===== config.mk =====
export PLATFORM = sky130hd
export DESIGN_NAME = stv_sched
export DESIGN_NICKNAME = d
export VERILOG_FILES = /design/src/rtl/stv_pkg.sv /design/src/rtl/stv_vq.sv /design/src/rtl/stv_palloc.sv /design/src/rtl/stv_tbl.sv /design/src/rtl/stv_sched.sv
export SDC_FILE = /design/constraint.sdc
export NUM_CORES = 1
export LEC_CHECK = 0
export ABC_AREA = 0
export BUFFER_PORTS_ARGS = -buffer_cell sky130_fd_sc_hd__buf_4
export CAP_MARGIN = 5
export CORE_AREA = 2 2 208 210
export DETAILED_ROUTE_END_ITERATION = 12
export DIE_AREA = 0 0 210 212
export PLACE_DENSITY = 0.79
export SLEW_MARGIN = 10
export SYNTH_ARGS = -nofsm -noshare
export SYNTH_HDL_FRONTEND = slang
export SYNTH_SLANG_ARGS = --single-unit

===== constraint.sdc =====
create_clock -name clk -period 10.1 [get_ports clk]
set_input_delay 2.02 -clock clk [delete_from_list [all_inputs] [get_ports clk]]
set_output_delay 2.02 -clock clk [all_outputs]
set_load 0.02 [all_outputs]

===== src/rtl/stv_pkg.sv =====
package stv_pkg;

  // Commit decision: a store is squashed only when its verify finished and matched.
  function automatic logic commit_squash(input logic verified, input logic matched);
    return verified & matched;
  endfunction

  // Silence test applied to one verify response.
  function automatic logic resp_silent(input logic hit, input logic [63:0] old_v,
                                       input logic [63:0] new_v);
    return hit && (old_v == new_v);
  endfunction

endpackage


===== src/rtl/stv_vq.sv =====
module stv_vq #(
  parameter int NTAG  = 8,
  parameter int TAG_W = 3,
  parameter int QC_W  = 4,
  parameter int POP_W = 2,
  parameter int PK    = 4
) (
  input  logic                      clk,
  input  logic                      rst_n,
  input  logic                      push,
  input  logic [TAG_W-1:0]          push_tag,
  input  logic [POP_W-1:0]          pop_n,
  output logic [QC_W-1:0]           count,
  output logic [PK-1:0][TAG_W-1:0]  peek
);

  logic [NTAG-1:0][TAG_W-1:0] mem;
  logic [TAG_W-1:0]           head, tail;

  always_ff @(posedge clk) begin
    if (!rst_n) begin
      head  <= '0;
      tail  <= '0;
      count <= '0;
    end else begin
      if (push) tail <= tail + 1'b1;
      head  <= head + TAG_W'(pop_n);
      count <= count + QC_W'(push) - QC_W'(pop_n);
    end
  end

  always_ff @(posedge clk) begin
    if (push) mem[tail] <= push_tag;
  end

  for (genvar k = 0; k < PK; k++) begin : g_peek
    assign peek[k] = mem[head + TAG_W'(k)];
  end

endmodule


===== src/rtl/stv_palloc.sv =====
module stv_palloc #(
  parameter int NPORT = 2,
  parameter int QC_W  = 4,
  parameter int SEL_W = 2
) (
  input  logic [NPORT-1:0]             op_req,
  input  logic [QC_W-1:0]              avail,
  output logic [NPORT-1:0]             issue,
  output logic [NPORT-1:0][SEL_W-1:0]  sel,
  output logic [SEL_W-1:0]             n_iss
);

  always_comb begin
    logic [SEL_W-1:0] rank;
    rank  = '0;
    issue = '0;
    sel   = '0;
    for (int p = 0; p < NPORT; p++) begin
      if (!op_req[p] && (int'(rank) < int'(avail))) begin
        issue[p] = 1'b1;
        sel[p]   = rank;
        rank     = rank + 1'b1;
      end
    end
    n_iss = rank;
  end

endmodule


===== src/rtl/stv_tbl.sv =====
module stv_tbl #(
  parameter int NPORT  = 2,
  parameter int NTAG   = 8,
  parameter int TAG_W  = 3,
  parameter int ADDR_W = 16,
  parameter int DATA_W = 32
) (
  input  logic                             clk,
  input  logic                             rst_n,
  input  logic                             alloc,
  input  logic [TAG_W-1:0]                 alloc_tag,
  input  logic [ADDR_W-1:0]                alloc_addr,
  input  logic [DATA_W-1:0]                alloc_data,
  input  logic [NPORT-1:0]                 iss,
  input  logic [NPORT-1:0][TAG_W-1:0]      iss_tag,
  input  logic [NPORT-1:0]                 rsp_v,
  input  logic [NPORT-1:0][TAG_W-1:0]      rsp_tag,
  input  logic [NPORT-1:0]                 rsp_hit,
  input  logic [NPORT-1:0][DATA_W-1:0]     rsp_data,
  input  logic                             cmt,
  input  logic [TAG_W-1:0]                 cmt_tag,
  output logic [NTAG-1:0][ADDR_W-1:0]      ent_addr,
  output logic [NTAG-1:0]                  done,
  output logic [NTAG-1:0]                  sil,
  output logic [NPORT-1:0]                 rsp_ok,
  output logic [NPORT-1:0]                 rsp_sil
);

  logic [NTAG-1:0][DATA_W-1:0] ent_data;
  logic [NTAG-1:0]             infl;

  always_comb begin
    for (int p = 0; p < NPORT; p++) begin
      rsp_ok[p]  = rsp_v[p] && infl[rsp_tag[p]] && !(cmt && (cmt_tag == rsp_tag[p]));
      rsp_sil[p] = stv_pkg::resp_silent(rsp_hit[p], 64'(rsp_data[p]),
                                        64'(ent_data[rsp_tag[p]]));
    end
  end

  always_ff @(posedge clk) begin
    if (!rst_n) begin
      done <= '0;
      sil  <= '0;
      infl <= '0;
    end else begin
      for (int t = 0; t < NTAG; t++) begin
        if (alloc && (alloc_tag == TAG_W'(t))) begin
          done[t] <= 1'b0;
          sil[t]  <= 1'b0;
          infl[t] <= 1'b0;
        end else begin
          if (cmt && (cmt_tag == TAG_W'(t))) infl[t] <= 1'b0;
          for (int p = 0; p < NPORT; p++) begin
            if (iss[p] && (iss_tag[p] == TAG_W'(t))) infl[t] <= 1'b1;
            if (rsp_ok[p] && (rsp_tag[p] == TAG_W'(t))) begin
              done[t] <= 1'b1;
              sil[t]  <= rsp_sil[p];
              infl[t] <= 1'b0;
            end
          end
        end
      end
    end
  end

  always_ff @(posedge clk) begin
    if (alloc) begin
      ent_addr[alloc_tag] <= alloc_addr;
      ent_data[alloc_tag] <= alloc_data;
    end
  end

endmodule


===== src/rtl/stv_sched.sv =====
module stv_sched #(
  parameter int NPORT  = 2,
  parameter int NTAG   = 8,
  parameter int ADDR_W = 16,
  parameter int DATA_W = 32,
  parameter int CNT_W  = 16,
  localparam int TAG_W = $clog2(NTAG)
) (
  input  logic                          clk,
  input  logic                          rst_n,
  input  logic [NPORT-1:0]              op_req,
  output logic [NPORT-1:0]              vfy_issue,
  output logic [NPORT-1:0][ADDR_W-1:0]  vfy_addr,
  input  logic [NPORT-1:0]              rsp_hit,
  input  logic [NPORT-1:0][DATA_W-1:0]  rsp_data,
  input  logic                          st_alloc,
  input  logic [TAG_W-1:0]              st_tag,
  input  logic [ADDR_W-1:0]             st_addr,
  input  logic [DATA_W-1:0]             st_data,
  input  logic                          cmt_valid,
  input  logic [TAG_W-1:0]              cmt_tag,
  output logic                          cmt_squash,
  output logic                          cmt_write,
  output logic [CNT_W-1:0]              cnt_issued,
  output logic [CNT_W-1:0]              cnt_silent,
  output logic [CNT_W-1:0]              cnt_unverified
);

  localparam int QC_W  = $clog2(NTAG + 1);
  localparam int SEL_W = $clog2(NPORT + 1);
  localparam int POP_W = $clog2(NPORT + 2);
  localparam int PK    = 1 << SEL_W;

  logic [QC_W-1:0]                q_count;
  logic [PK-1:0][TAG_W-1:0]       q_peek;
  logic [POP_W-1:0]               pop_n;
  logic                           head_commit;
  logic [QC_W-1:0]                avail;
  logic [NPORT-1:0][SEL_W-1:0]    sel;
  logic [SEL_W-1:0]               n_iss;
  logic [NPORT-1:0][TAG_W-1:0]    vfy_tag;
  logic [NPORT-1:0]               ifl_v;
  logic [NPORT-1:0][TAG_W-1:0]    ifl_tag;
  logic [NTAG-1:0][ADDR_W-1:0]    ent_addr;
  logic [NTAG-1:0]                done, sil;
  logic [NPORT-1:0]               rsp_ok, rsp_sil;

  // A committing store that was never issued is necessarily the queue head.
  assign head_commit = cmt_valid && (q_count != '0) && (q_peek[0] == cmt_tag);
  assign avail       = q_count - QC_W'(head_commit);
  assign pop_n       = POP_W'(head_commit) + POP_W'(n_iss);

  stv_vq #(.NTAG(NTAG), .TAG_W(TAG_W), .QC_W(QC_W), .POP_W(POP_W), .PK(PK)) u_vq (
    .clk(clk), .rst_n(rst_n), .push(st_alloc), .push_tag(st_tag),
    .pop_n(pop_n), .count(q_count), .peek(q_peek));

  stv_palloc #(.NPORT(NPORT), .QC_W(QC_W), .SEL_W(SEL_W)) u_pa (
    .op_req(op_req), .avail(avail), .issue(vfy_issue), .sel(sel), .n_iss(n_iss));

  always_comb begin
    logic [SEL_W-1:0] idx;
    for (int p = 0; p < NPORT; p++) begin
      idx         = SEL_W'(head_commit) + sel[p];
      vfy_tag[p]  = q_peek[idx];
      vfy_addr[p] = vfy_issue[p] ? ent_addr[vfy_tag[p]] : '0;
    end
  end

  always_ff @(posedge clk) begin
    if (!rst_n) begin
      ifl_v   <= '0;
      ifl_tag <= '0;
    end else begin
      ifl_v   <= vfy_issue;
      ifl_tag <= vfy_tag;
    end
  end

  stv_tbl #(.NPORT(NPORT), .NTAG(NTAG), .TAG_W(TAG_W), .ADDR_W(ADDR_W), .DATA_W(DATA_W)) u_tbl (
    .clk(clk), .rst_n(rst_n),
    .alloc(st_alloc), .alloc_tag(st_tag), .alloc_addr(st_addr), .alloc_data(st_data),
    .iss(vfy_issue), .iss_tag(vfy_tag),
    .rsp_v(ifl_v), .rsp_tag(ifl_tag), .rsp_hit(rsp_hit), .rsp_data(rsp_data),
    .cmt(cmt_valid), .cmt_tag(cmt_tag),
    .ent_addr(ent_addr), .done(done), .sil(sil), .rsp_ok(rsp_ok), .rsp_sil(rsp_sil));

  assign cmt_squash = cmt_valid && stv_pkg::commit_squash(done[cmt_tag], sil[cmt_tag]);
  assign cmt_write  = cmt_valid && !cmt_squash;

  always_ff @(posedge clk) begin
    if (!rst_n) begin
      cnt_issued     <= '0;
      cnt_silent     <= '0;
      cnt_unverified <= '0;
    end else begin
      cnt_issued     <= cnt_issued + CNT_W'(n_iss);
      cnt_silent     <= cnt_silent + CNT_W'($countones(rsp_ok & rsp_sil));
      cnt_unverified <= cnt_unverified + CNT_W'(cmt_valid && !done[cmt_tag]);
    end
  end

endmodule


==> results of run 1 <==
[synthesized netlist by cell type, drive strengths merged, types with 2 or more instances]
master,number,area (um2)
a21oi,14,73.82
o21a,4,30.03
nand3b,3,22.52
dfxtp,90,1802
buf,52,269.0
or4b,2,20.02
and3,14,87.58
a2bb2oi,2,17.52
clkbuf,79,296.5
nor3b,2,15.01
a211oi,12,90.09
nand2,36,135.1
o31ai,2,15.01
a221oi,6,58.80
nor3,9,45.04
nand4,14,87.58
a21o,9,67.56
xnor2,72,630.6
nor4,16,112.6
o22a,2,17.52
ha,19,237.7
and4,52,455.4
or3,7,43.79
fa,4,80.08
o211ai,18,135.1
nand3,33,165.2
and4b,2,20.02
o2111ai,48,420.4
mux4,187,4212
inv,69,259.0
edfxtp,408,12250
nor2,98,367.9
xor2,42,367.9
mux2i,131,1324
and3b,2,17.52
and2,19,118.9
mux2,7,78.83
a31oi,51,319.1
nor2b,11,68.82
o21ai,21,105.1
nand2b,18,112.6
[flip-flops by register name (all words and copies together), names as in the netlist, 8 cells and up]
register        count
u_tbl.ent_addr    128
u_tbl.ent_data    256
u_tbl.infl          8
cnt_issued         16
cnt_unverified     16
u_tbl.sil           8
cnt_silent         16
u_vq.mem           24
u_tbl.done          8
[metal layers]
metal | vias up | track usage, %
met5 | - | 0
met4 | 4 | 11.62
met1 | 8290 | 38.42
met3 | 148 | 5.569
li1 | 7099 | -
met2 | 815 | 45.22
[logic make-up after synthesis]
kind of cell	after synthesis	share of synthesized area, %
AO/OA/AOI/OAI	192	5.481
XOR/XNOR	114	3.976
adder cells (fa/ha/maj)	23	1.266
buffers and inverters	200	3.283
flip-flops	498	55.96
multiplexers	325	22.36
AND/OR/NAND/NOR	342	7.678
[power breakdown]
| part | switching (mW) | internal [mW] | total (mW) |
|---|---|---|---|
| combinational | 1.54 | 1.29 | 2.83 |
| sequential | 0.160 | 2.32 | 2.48 |
| clock | 0.789 | 1.04 | 1.83 |
[through the flow]
| stage | total power, mW | hold WS (ns) | area, um2 | cells | utilization, % |
|---|---|---|---|---|---|
| 3_5_place_dp | 5.327 | 0.4703 | 27150 | 2350 | 63.87 |
| 4_1_cts | 7.160 | 0.4792 | 28760 | 2444 | 67.66 |
| 3_3_place_gp | 5.265 | 0.4543 | 27150 | 2350 | 63.87 |
| 2_1_floorplan | 4.551 | 0.4359 | 25110 | 1694 | - |
| 5_1_grt | 7.450 | 0.5197 | 28770 | 2447 | 67.67 |
| 6_report | 7.147 | 0.4825 | 28770 | 2448 | 67.68 |
[worst max-delay path: cells and delay by family (launching register included)]
family                   cells  cell delay, ns
adder cells (fa/ha/maj)      2            0.78
buffers and inverters        5            1.32
AO/OA/AOI/OAI                7            1.92
XOR/XNOR                     1            0.13
multiplexers                 2            0.87
flip-flops                   1            0.98
AND/OR/NAND/NOR              4            1.03
[cell type report]
cell class	count	area (um2)
clock inverter	28	224.0
inverter	69	259.0
sequential	498	14070
fill	2803	13740
tap	546	683.2
clock buffer	66	1385
timing repair buffer	241	1809
antenna	4	10.01
multi-input combinational	996	10330
[how the worst max path moves through the flow]
| stage | cells after the start | endpoint | from | slack, ns |
|---|---|---|---|---|
| after floorplan | 24 | vfy_addr[18] | cmt_tag[0] | 1.34 |
| after global placement | 20 | vfy_addr[16] | cmt_tag[0] | 0.83 |
| after detailed placement | 20 | vfy_addr[16] | cmt_tag[0] | 0.76 |
| after CTS | 21 | vfy_addr[16] | u_vq.head[0] | 0.48 |
| after global routing | 22 | vfy_addr[23] | u_vq.head[0] | 0.09 |
| final | 21 | vfy_addr[16] | u_vq.head[0] | 0.41 |
==> run summary, run 1 <==
status = completed
crit end category = primary output
share of cells above drive strength 1 = 28.24%
post-place setup slack = 0.7563 ns
reg2reg setup slack = 3.38 ns
reg2reg path depth = 20
DP HPWL = 37.92 mm
vias = 16360
setup_tns = 0 ns
Bufs on Longest Clock Path = 3
Area Overhead vs Synth = 14.55%
# resized after CTS = 0
WHS Path Cells = 2
minimum clock period = 9.689 ns
GPL Wtd Cong = 0.8436
synthesized cell area = 25110 um2
worst r2r src = u_vq.head[0]
initial core utilization = 59.08%
Hold Path Origin = u_tbl.done[5]
CP max stage cell = dfxtp_1
Setup Fix Bufs, Post-CTS = 0
number of global-route vias before repair = 16320
Max Slew Vio Count = 0
commonest cells after routing, fill and taps aside = edfxtp_1, buf_4, mux4_2
Syn Inst Count = 1694
Routed wire per std cell = 25.58 um
fin worst setup slack = 0.4109 ns
CTS clk-pin slew, worst paths = 0.06 ns
CP Class = reg -> out
CTS root buf = clkbuf_16
met3 wire length = 5.578 mm
Req. time, crit path = 8.08 ns
clk_lat worst skew = 0.60 ns
ys async rst share = 0%
number of port buffers = 209
num rows = 76
uppermost layer routed = met5
Via-to-Cell Ratio = 6.681
Pleak = 9.925 nW
RSZ-0062 raised after global routing = false
Die Wd = 210 um
Clock H-tree levels = 2
Num CTS Buffers = 50
critical path peak fanout = 38
WL final = 62.62 mm
Cell variety after synth = 56
Core Box Area = 42510 um2
residual DRC count = 0
power density over the cells = 248.5 nW/um2
Worst Hold Path EP = u_tbl.done[5]
syn nets = 1843
Peak Freq = 103.2 MHz
EDFF count, synth = 408
cts hold-fix bufs = 0
I/O pin count = 210
worst reg2reg endpoint = u_tbl.infl[0]
Worst IR Drop VDD = 0.2442 mV
initial drt markers = 2331
WL met2 = 30.60 mm
Max Cap Viol = 0
most frequent CP cell = buf_4
top_reg_cell synth = edfxtp_1
Seq cells post-synth = 498
Worst-Margin Slew = 1.153 ns
GRT Total Usage = 28.22%
largest net degree at the start of global routing = 98
Final Skew = 0.01714 ns
crit start category = flip-flop
commonest non-fill, non-tap cell in the layout = edfxtp_1
Nets = 2005
Die H = 212 um
die area = 44520 um2
grt total ovfl = 0
Mean Syn Cell Area = 14.82 um2
antenna-violating nets left = 0
Syn. warnings = 0
CP Cell Sequence = buf_4, mux2_2, a2bb2oi_1, and3b_1, o211a_1, ha_1, nor2b_1, xnor2_1, nor3_1, o21a_1, a21o_1, inv_2, buf_4, ha_1, a21oi_1, mux4_2, a21oi_2, buf_4, nand2_1, o2111ai_1, buf_4
relative max-transition margin = 23.13%
WL met1 = 24.33 mm
HP Class = reg -> reg
Detailed Routing Iterations Pass 1 = 6
initial antenna violation count = 6
CTS tree = done
setup-violating endpoint count in the final report = 0
slowest cell delay on critical path = 0.98 ns
global-route wire length before repair = 94.94 mm
period utilisation layout = 95.93%
CP arrival = 7.67 ns
Seq/Total Area, Yosys = 55.96%
Fin. Hold Viols = 0
CTS Sinks = 498
Power figures use the tool's default switching activity.
==> inputs of run 2 (changes only) <==
CELL_PAD_IN_SITES_DETAIL_PLACEMENT = 0   (was default)
CELL_PAD_IN_SITES_GLOBAL_PLACEMENT = 1   (was default)
CORE_AREA = 2 2 225 227   (was 2 2 208 210)
DIE_AREA = 0 0 227 229   (was 0 0 210 212)
PLACE_DENSITY = default   (was 0.79)
PLACE_DENSITY_LB_ADDON = 0.1   (was default)
==> run 2 against run 1 <==
Effect of this change:
- sequential share of layout area is 0.85 points lower
- fmax up 1.6%
- sequential power about the same
- non-clock buffer count rose by 4
- sequential cell count is the same
- critical path type unchanged
- highest routed layer is now met4
- wire length rose by 3.8%
- count of clock-buffer cells in the layout decreased by 6
- clock skew rose by 0.0046 ns
- critical path depth stayed put
- cell count increased by 5.7%
- register-to-register slack improved by 0.28 ns
==> run summary, run 2 (synthesis results as in run 1) <==
Routed wire per std cell = 25.12 um (-1.8%)
P_sw = 2.573 mW (+3.4%)
global-route wire length before repair = 98.24 mm (+3.5%)
Largest regs = u_tbl.ent_data x256, u_tbl.ent_addr x128, u_vq.mem x24
I/O pin count = 210 (unchanged)
CTS clk-pin slew, worst paths = 0.06 ns (about the same)
Core Box Area = 49660 um2 (+17%)
Bufs on Longest Clock Path = 3 (unchanged)
Detailed Routing Iterations Pass 1 = 5 (-1)
number of flip-flops under the largest register name = 256 (unchanged)
Peak Freq = 104.9 MHz (+1.6%)
Critical Path Start = u_vq.head[0]
cts hold-fix bufs = 0 (unchanged)
Nets = 2014 (+0.45%)
GPL Wtd Cong = 0.8253 (-2.2%)
Flop pwr share = 33.5% (-1.2 points)
commonest cells after routing, fill and taps aside = edfxtp_1, buf_4, mux4_2
CTS root buf = clkbuf_16
worst r2r src = u_vq.head[0]
share of cells above drive strength 1 = 28.92% (+0.68 points)
RSZ-0062 raised after global routing = false
HP Class = reg -> reg
critical path depth = 21 (unchanged)
largest net degree at the start of global routing = 98 (unchanged)
CP max stage cell = dfxtp_1
initial core utilization = 50.57% (-8.5 points)
number of port buffers = 209 (unchanged)
Clock H-tree levels = 2 (unchanged)
final hold slack = 0.4796 ns (-0.002874 ns)
Max Slew Vio Count = 0 (unchanged)
commonest non-fill, non-tap cell in the layout = edfxtp_1
power density over the cells = 254.4 nW/um2 (+2.4%)
PnR Total Power = 7.447 mW (+4.2%)
vias = 15920 (-2.7%)
Die H = 229 um (+8.0%)
minimum clock period = 9.536 ns (-0.1531 ns)
Via-to-Cell Ratio = 6.153 (-7.9%)
most frequent CP cell = buf_4
switch share = 34.55% (-0.26 points)
Fin. Hold Viols = 0 (unchanged)
clk_lat worst skew = 0.63 ns (+0.03 ns)
Top reg by flops = u_tbl.ent_data
Worst IR Drop VDD = 0.1840 mV (-25%)
CTS Sinks = 498 (unchanged)
CTS tree = done
Worst-Margin Slew = 1.058 ns (-0.09473 ns)
critical path peak fanout = 38 (unchanged)
CP arrival = 7.52 ns (-0.15 ns)
slowest cell delay on critical path = 0.95 ns (-0.03 ns)
reg2reg path depth = 20 (unchanged)
worst reg2reg endpoint = u_tbl.infl[1]
residual DRC count = 0 (unchanged)
crit start category = flip-flop
internal power = 4.874 mW (+4.6%)
Max Cap Viol = 0 (unchanged)
CP Cell Sequence = buf_4, mux2_2, a2bb2oi_1, a21boi_1, o211a_1, buf_4, ha_1, ha_1, and3_1, o21a_1, a21o_1, inv_2, buf_4, ha_1, nor2b_1, mux4_2, a21oi_2, buf_4, nand2_1, o2111ai_1, buf_4
number of global-route vias before repair = 16140 (-1.1%)
initial drt markers = 1365 (-41%)
Setup Fix Bufs, Post-CTS = 0 (unchanged)
Num CTS Buffers = 55 (+10%)
CP Class = reg -> out
setup-violating endpoint count in the final report = 0 (unchanged)
status = completed
Comb pwr share = 38.2% (-1.4 points)
period utilisation layout = 94.42% (-1.5 points)
WHS Path Cells = 2 (unchanged)
setup_tns = 0 ns (unchanged)
WL final = 65.00 mm (+3.8%)
Pleak = 10.10 nW (+1.7%)
DP HPWL = 39.66 mm (+4.6%)
crit path capture = vfy_addr[25]
# resized after CTS = 0 (unchanged)
GRT Total Usage = 25.26% (-3.0 points)
antenna-violating nets left = 0 (unchanged)
Final Skew = 0.02175 ns (+0.004614 ns)
grt total ovfl = 0 (unchanged)
reg2reg setup slack = 3.66 ns (+0.28 ns)
relative max-transition margin = 29.35% (+6.2 points)
die area = 51980 um2 (+17%)
Filler Cells Inserted = 3981 (+42%)
Clock power frac = 28.3% (+2.7 points)
initial antenna violation count = 3 (-3)
Area Overhead vs Synth = 16.59%
crit end category = primary output
CP top delay family = compound AO/OA/AOI/OAI gates
Die Wd = 227 um (+8.1%)
Crit path buffers/inverters = 6 (+1)
Req. time, crit path = 8.08 ns (about the same)
num rows = 82 (+7.9%)
## run 2: worst min path at each step
stage,startpoint,to
2_1_floorplan,u_tbl.done[6],u_tbl.done[6]
5_1_grt,u_tbl.done[6],u_tbl.done[6]
4_1_cts,u_tbl.done[6],u_tbl.done[6]
6_report,u_tbl.done[4],u_tbl.done[4]
3_5_place_dp,u_tbl.done[6],u_tbl.done[6]
3_3_place_gp,u_tbl.done[5],u_tbl.done[5]
## run 2: area by class of cell
class	instances	area, um2	area share, %
tap	672	840.8	2.872
inverter	69	259.0	0.8846
clock inverter	44	464.2	1.585
timing repair buffer	245	1852	6.325
clock buffer	60	1459	4.983
multi-input combinational	996	10330	35.27
antenna	3	7.507	0.02564
sequential	498	14070	48.06
## run 2: per-stage QoR
step	std cells	worst slack [ns]	area, um2	utilization (%)
5_1_grt	2587	0.09771	29280	58.96
4_1_cts	2584	0.4740	29270	58.95
2_1_floorplan	1694	1.340	25110	-
3_3_place_gp	2480	0.9235	27350	55.07
3_5_place_dp	2480	0.8562	27350	55.07
6_report	2587	0.5641	29280	58.96
## run 2: tightest hold or removal path, stage by stage (launching register included)
cell     delay, ns
dfxtp_1       0.31
inv_1         0.06
a31oi_1       0.06
## run 2: power by group through the flow
| stage | sequential (mW) | combinational, mW | clock, mW |
|---|---|---|---|
| 6_report | 2.49 | 2.85 | 2.11 |
| 5_1_grt | 2.52 | 3.06 | 2.23 |
| 4_1_cts | 2.50 | 2.87 | 2.15 |
| 3_5_place_dp | 2.54 | 2.86 | 0 |
| 3_3_place_gp | 2.54 | 2.84 | 0 |
| 2_1_floorplan | 2.40 | 2.15 | 0 |
## run 2: layer usage
metal	track usage (%)	vias to the layer above	share of wire, %
met3	4.464	102	6.9
met5	0	-	0
met1	35.37	8162	43
met4	7.087	0	2.4
li1	-	7112	-
met2	40.85	541	48
==> inputs of run 3 (changes only) <==
ABC_AREA = 1   (was 0)
CORE_AREA = 2 2 241 243   (was 2 2 225 227)
DIE_AREA = 0 0 243 245   (was 0 0 227 229)
==> run 3 against run 2 <==
Effect of this change:
- worst setup slack better by 0.87 ns
- largest cell class unchanged
- largest power group unchanged
- critical path type is now in -> out
- first-iteration DRC count up 50%
- cell count rose by 51%
- wire length is 34% higher
- area after synthesis increased by 3.3%
- combinational power rose by 55%
- sequential power is 4% lower
- highest routed layer is now met5
- count of clock-buffer cells in the layout grew 7
==> run summary, run 3 <==
CTS tree = done
Worst IR Drop VDD = 0.2362 mV (+28%)
largest net degree at the start of global routing = 64 (-35%)
Req. time, crit path = 8.08 ns (about the same)
Clock H-tree levels = 2 (unchanged)
Nets = 3241 (+61%)
Die H = 245 um (+7.0%)
CP top delay family = simple AND/OR/NAND/NOR gates
Die Wd = 243 um (+7.0%)
top_reg_cell synth = edfxtp_1
CTS Sinks = 498 (unchanged)
relative max-transition margin = 20.27% (-9.1 points)
num rows = 88 (+7.3%)
Core Box Area = 57030 um2 (+15%)
WL final = 87.01 mm (+34%)
Seq/Total Area, Yosys = 54.17% (-1.8 points)
final hold slack = 0.4691 ns (-0.01057 ns)
GRT Total Usage = 28.76% (+3.5 points)
Syn. warnings = 0 (unchanged)
Mean Syn Cell Area = 8.861 um2 (-40%)
Pleak = 12.37 nW (+22%)
commonest cells after routing, fill and taps aside = nand2_1, edfxtp_1, inv_1
CTS root buf = clkbuf_16
residual DRC count = 0 (unchanged)
crit start category = input port
initial core utilization = 45.49% (-5.1 points)
synth top area cells = edfxtp_1, nand2_1, dfxtp_1
commonest non-fill, non-tap cell in the layout = nand2_1
power density over the cells = 296.9 nW/um2 (+17%)
share of cells above drive strength 1 = 13.67% (-15 points)
Max Cap Viol = 0 (unchanged)
most frequent CP cell = nand2_1
ys async rst share = 0% (unchanged)
status = completed
EDFF count, synth = 408 (unchanged)
grt total ovfl = 0 (unchanged)
Num CTS Buffers = 54 (-1.8%)
Worst-Margin Slew = 1.193 ns (+0.1348 ns)
Fin. Hold Viols = 0 (unchanged)
Cell variety after synth = 61 (+8.9%)
period utilisation layout = 85.78% (-8.6 points)
CTS clk-pin slew, worst paths = 0.06 ns (about the same)
Synth top area share = 47.22% (-1.6 points)
Peak Freq = 115.4 MHz (+10%)
Area Overhead vs Synth = 15.42%
minimum clock period = 8.664 ns (-0.8723 ns)
initial antenna violation count = 4 (+1)
Synth top cells by count = nand2_1, edfxtp_1, inv_1
syn nets = 3077 (+67%)
crit end category = primary output
Detailed Routing Iterations Pass 1 = 6 (+1)
number of global-route vias before repair = 21600 (+34%)
clk_lat worst skew = 0.63 ns (about the same)
critical path peak fanout = 50 (+32%)
CP max stage cell = nand2_2
# resized after CTS = 0 (unchanged)
initial drt markers = 2041 (+50%)
cts hold-fix bufs = 0 (unchanged)
CP arrival = 6.64 ns (-0.88 ns)
Via-to-Cell Ratio = 5.648 (-8.2%)
die area = 59540 um2 (+15%)
Largest regs = u_tbl.ent_data x256, u_tbl.ent_addr x128, u_vq.mem x24
synthesized cell area = 25940 um2 (+3.3%)
setup-violating endpoint count in the final report = 0 (unchanged)
Top reg by flops = u_tbl.ent_data
Setup Fix Bufs, Post-CTS = 0 (unchanged)
Final Skew = 0.03539 ns (+0.01364 ns)
Routed wire per std cell = 22.28 um (-11%)
DP HPWL = 53.13 mm (+34%)
cell taking the most area after synthesis = edfxtp_1
Syn Inst Count = 2928 (+73%)
slowest cell delay on critical path = 0.63 ns (-0.32 ns)
top-count cell post-synth = nand2_1
number of flip-flops under the largest register name = 256 (unchanged)
number of port buffers = 209 (unchanged)
HP Class = reg -> reg
setup_tns = 0 ns (unchanged)
antenna-violating nets left = 0 (unchanged)
Seq cells post-synth = 498 (unchanged)
PnR Total Power = 8.891 mW (+19%)
vias = 22060 (+39%)
CP Class = in -> out
RSZ-0062 raised after global routing = false
I/O pin count = 210 (unchanged)
Max Slew Vio Count = 0 (unchanged)
GPL Wtd Cong = 0.8970 (+8.7%)
Bufs on Longest Clock Path = 3 (unchanged)
Crit path buffers/inverters = 5 (-1)
global-route wire length before repair = 129.2 mm (+32%)
[run 3: cell count changes in the layout (fill, tap and decap cells not counted), moves of 47 or more]
cell,previous run,this run
and4_1,52,0
nand2_1,36,828
a21oi_1,13,132
nand3_1,32,211
xnor2_1,72,11
o21ai_0,21,71
mux2i_1,128,2
a22oi_1,0,167
mux4_2,187,0
inv_1,67,327
a31oi_1,51,4
nor2_1,92,176
[run 3: per-layer routing]
layer  wire length (um)  global-route usage (%)
met5                 21                       0
met4               2005                   8.679
met2              40100                   46.62
met1              36850                   39.00
met3               8028                   5.860
[run 3: kinds of logic (layout without fill, tap and decap cells)]
family	Yosys count	in the layout	synth area share [%]
adders and majority gates	23	23	1.225
buffers and inverters	469	679	7.543
AOI/OAI and AO/OA	490	490	12.22
other	0	2	0
muxes	2	2	0.07717
xor gates and xnor gates	24	24	0.8102
DFF	498	498	54.17
and+or+nand+nor	1422	1422	23.96
[run 3: worst paths after layout]
path                                startpoint        endpoint  slack, ns  depth (start not counted)
worst min-delay path            cnt_issued[15]  cnt_issued[15]       0.47                          2
worst max register to register      ifl_tag[4]  cnt_silent[14]       3.58                         25
worst min register to register  cnt_issued[15]  cnt_issued[15]       0.47                          2
worst max-delay path                 cmt_valid    vfy_addr[28]       1.44                         27
[run 3: layout make-up]
class | instances | area [um2]
multi-input cells | 1961 | 10010
repair buffers | 240 | 1802
diodes | 2 | 5.005
fillers | 5251 | 27090
inverters | 337 | 1267
flip-flops and latches | 498 | 14050
well taps | 765 | 957.2
clock inverters | 35 | 405.4
clock buffers | 67 | 1441
[run 3: stage by stage]
step,worst slack (ns),utilization (%),cell area (um2),instances
floorplan,2.205,-,25940,2928
global placement,1.629,49.25,28090,3801
detailed placement,1.527,49.25,28090,3801
CTS,1.447,52.49,29940,3903
global route,0.9140,52.50,29940,3904
finish,1.436,52.50,29940,3905
[run 3: worst reg2reg max path, delay by kind of cell, from the launching register on]
kind            cells  cell delay, ns
flops               1            0.66
fa+ha+maj           2            0.47
simple gates       15            2.56
buf+inv             5            1.83
compound gates      2            0.40
xor+xnor            1            0.48
[run 3: report_power, final]
part           leakage (nW)  total, mW  switching, mW  internal (mW)
sequential             4.44       2.40         0.0753           2.32
combinational          7.02       4.43           3.13           1.30
clock                 0.905       2.06          0.839           1.22
total                  12.4       8.89           4.05           4.84
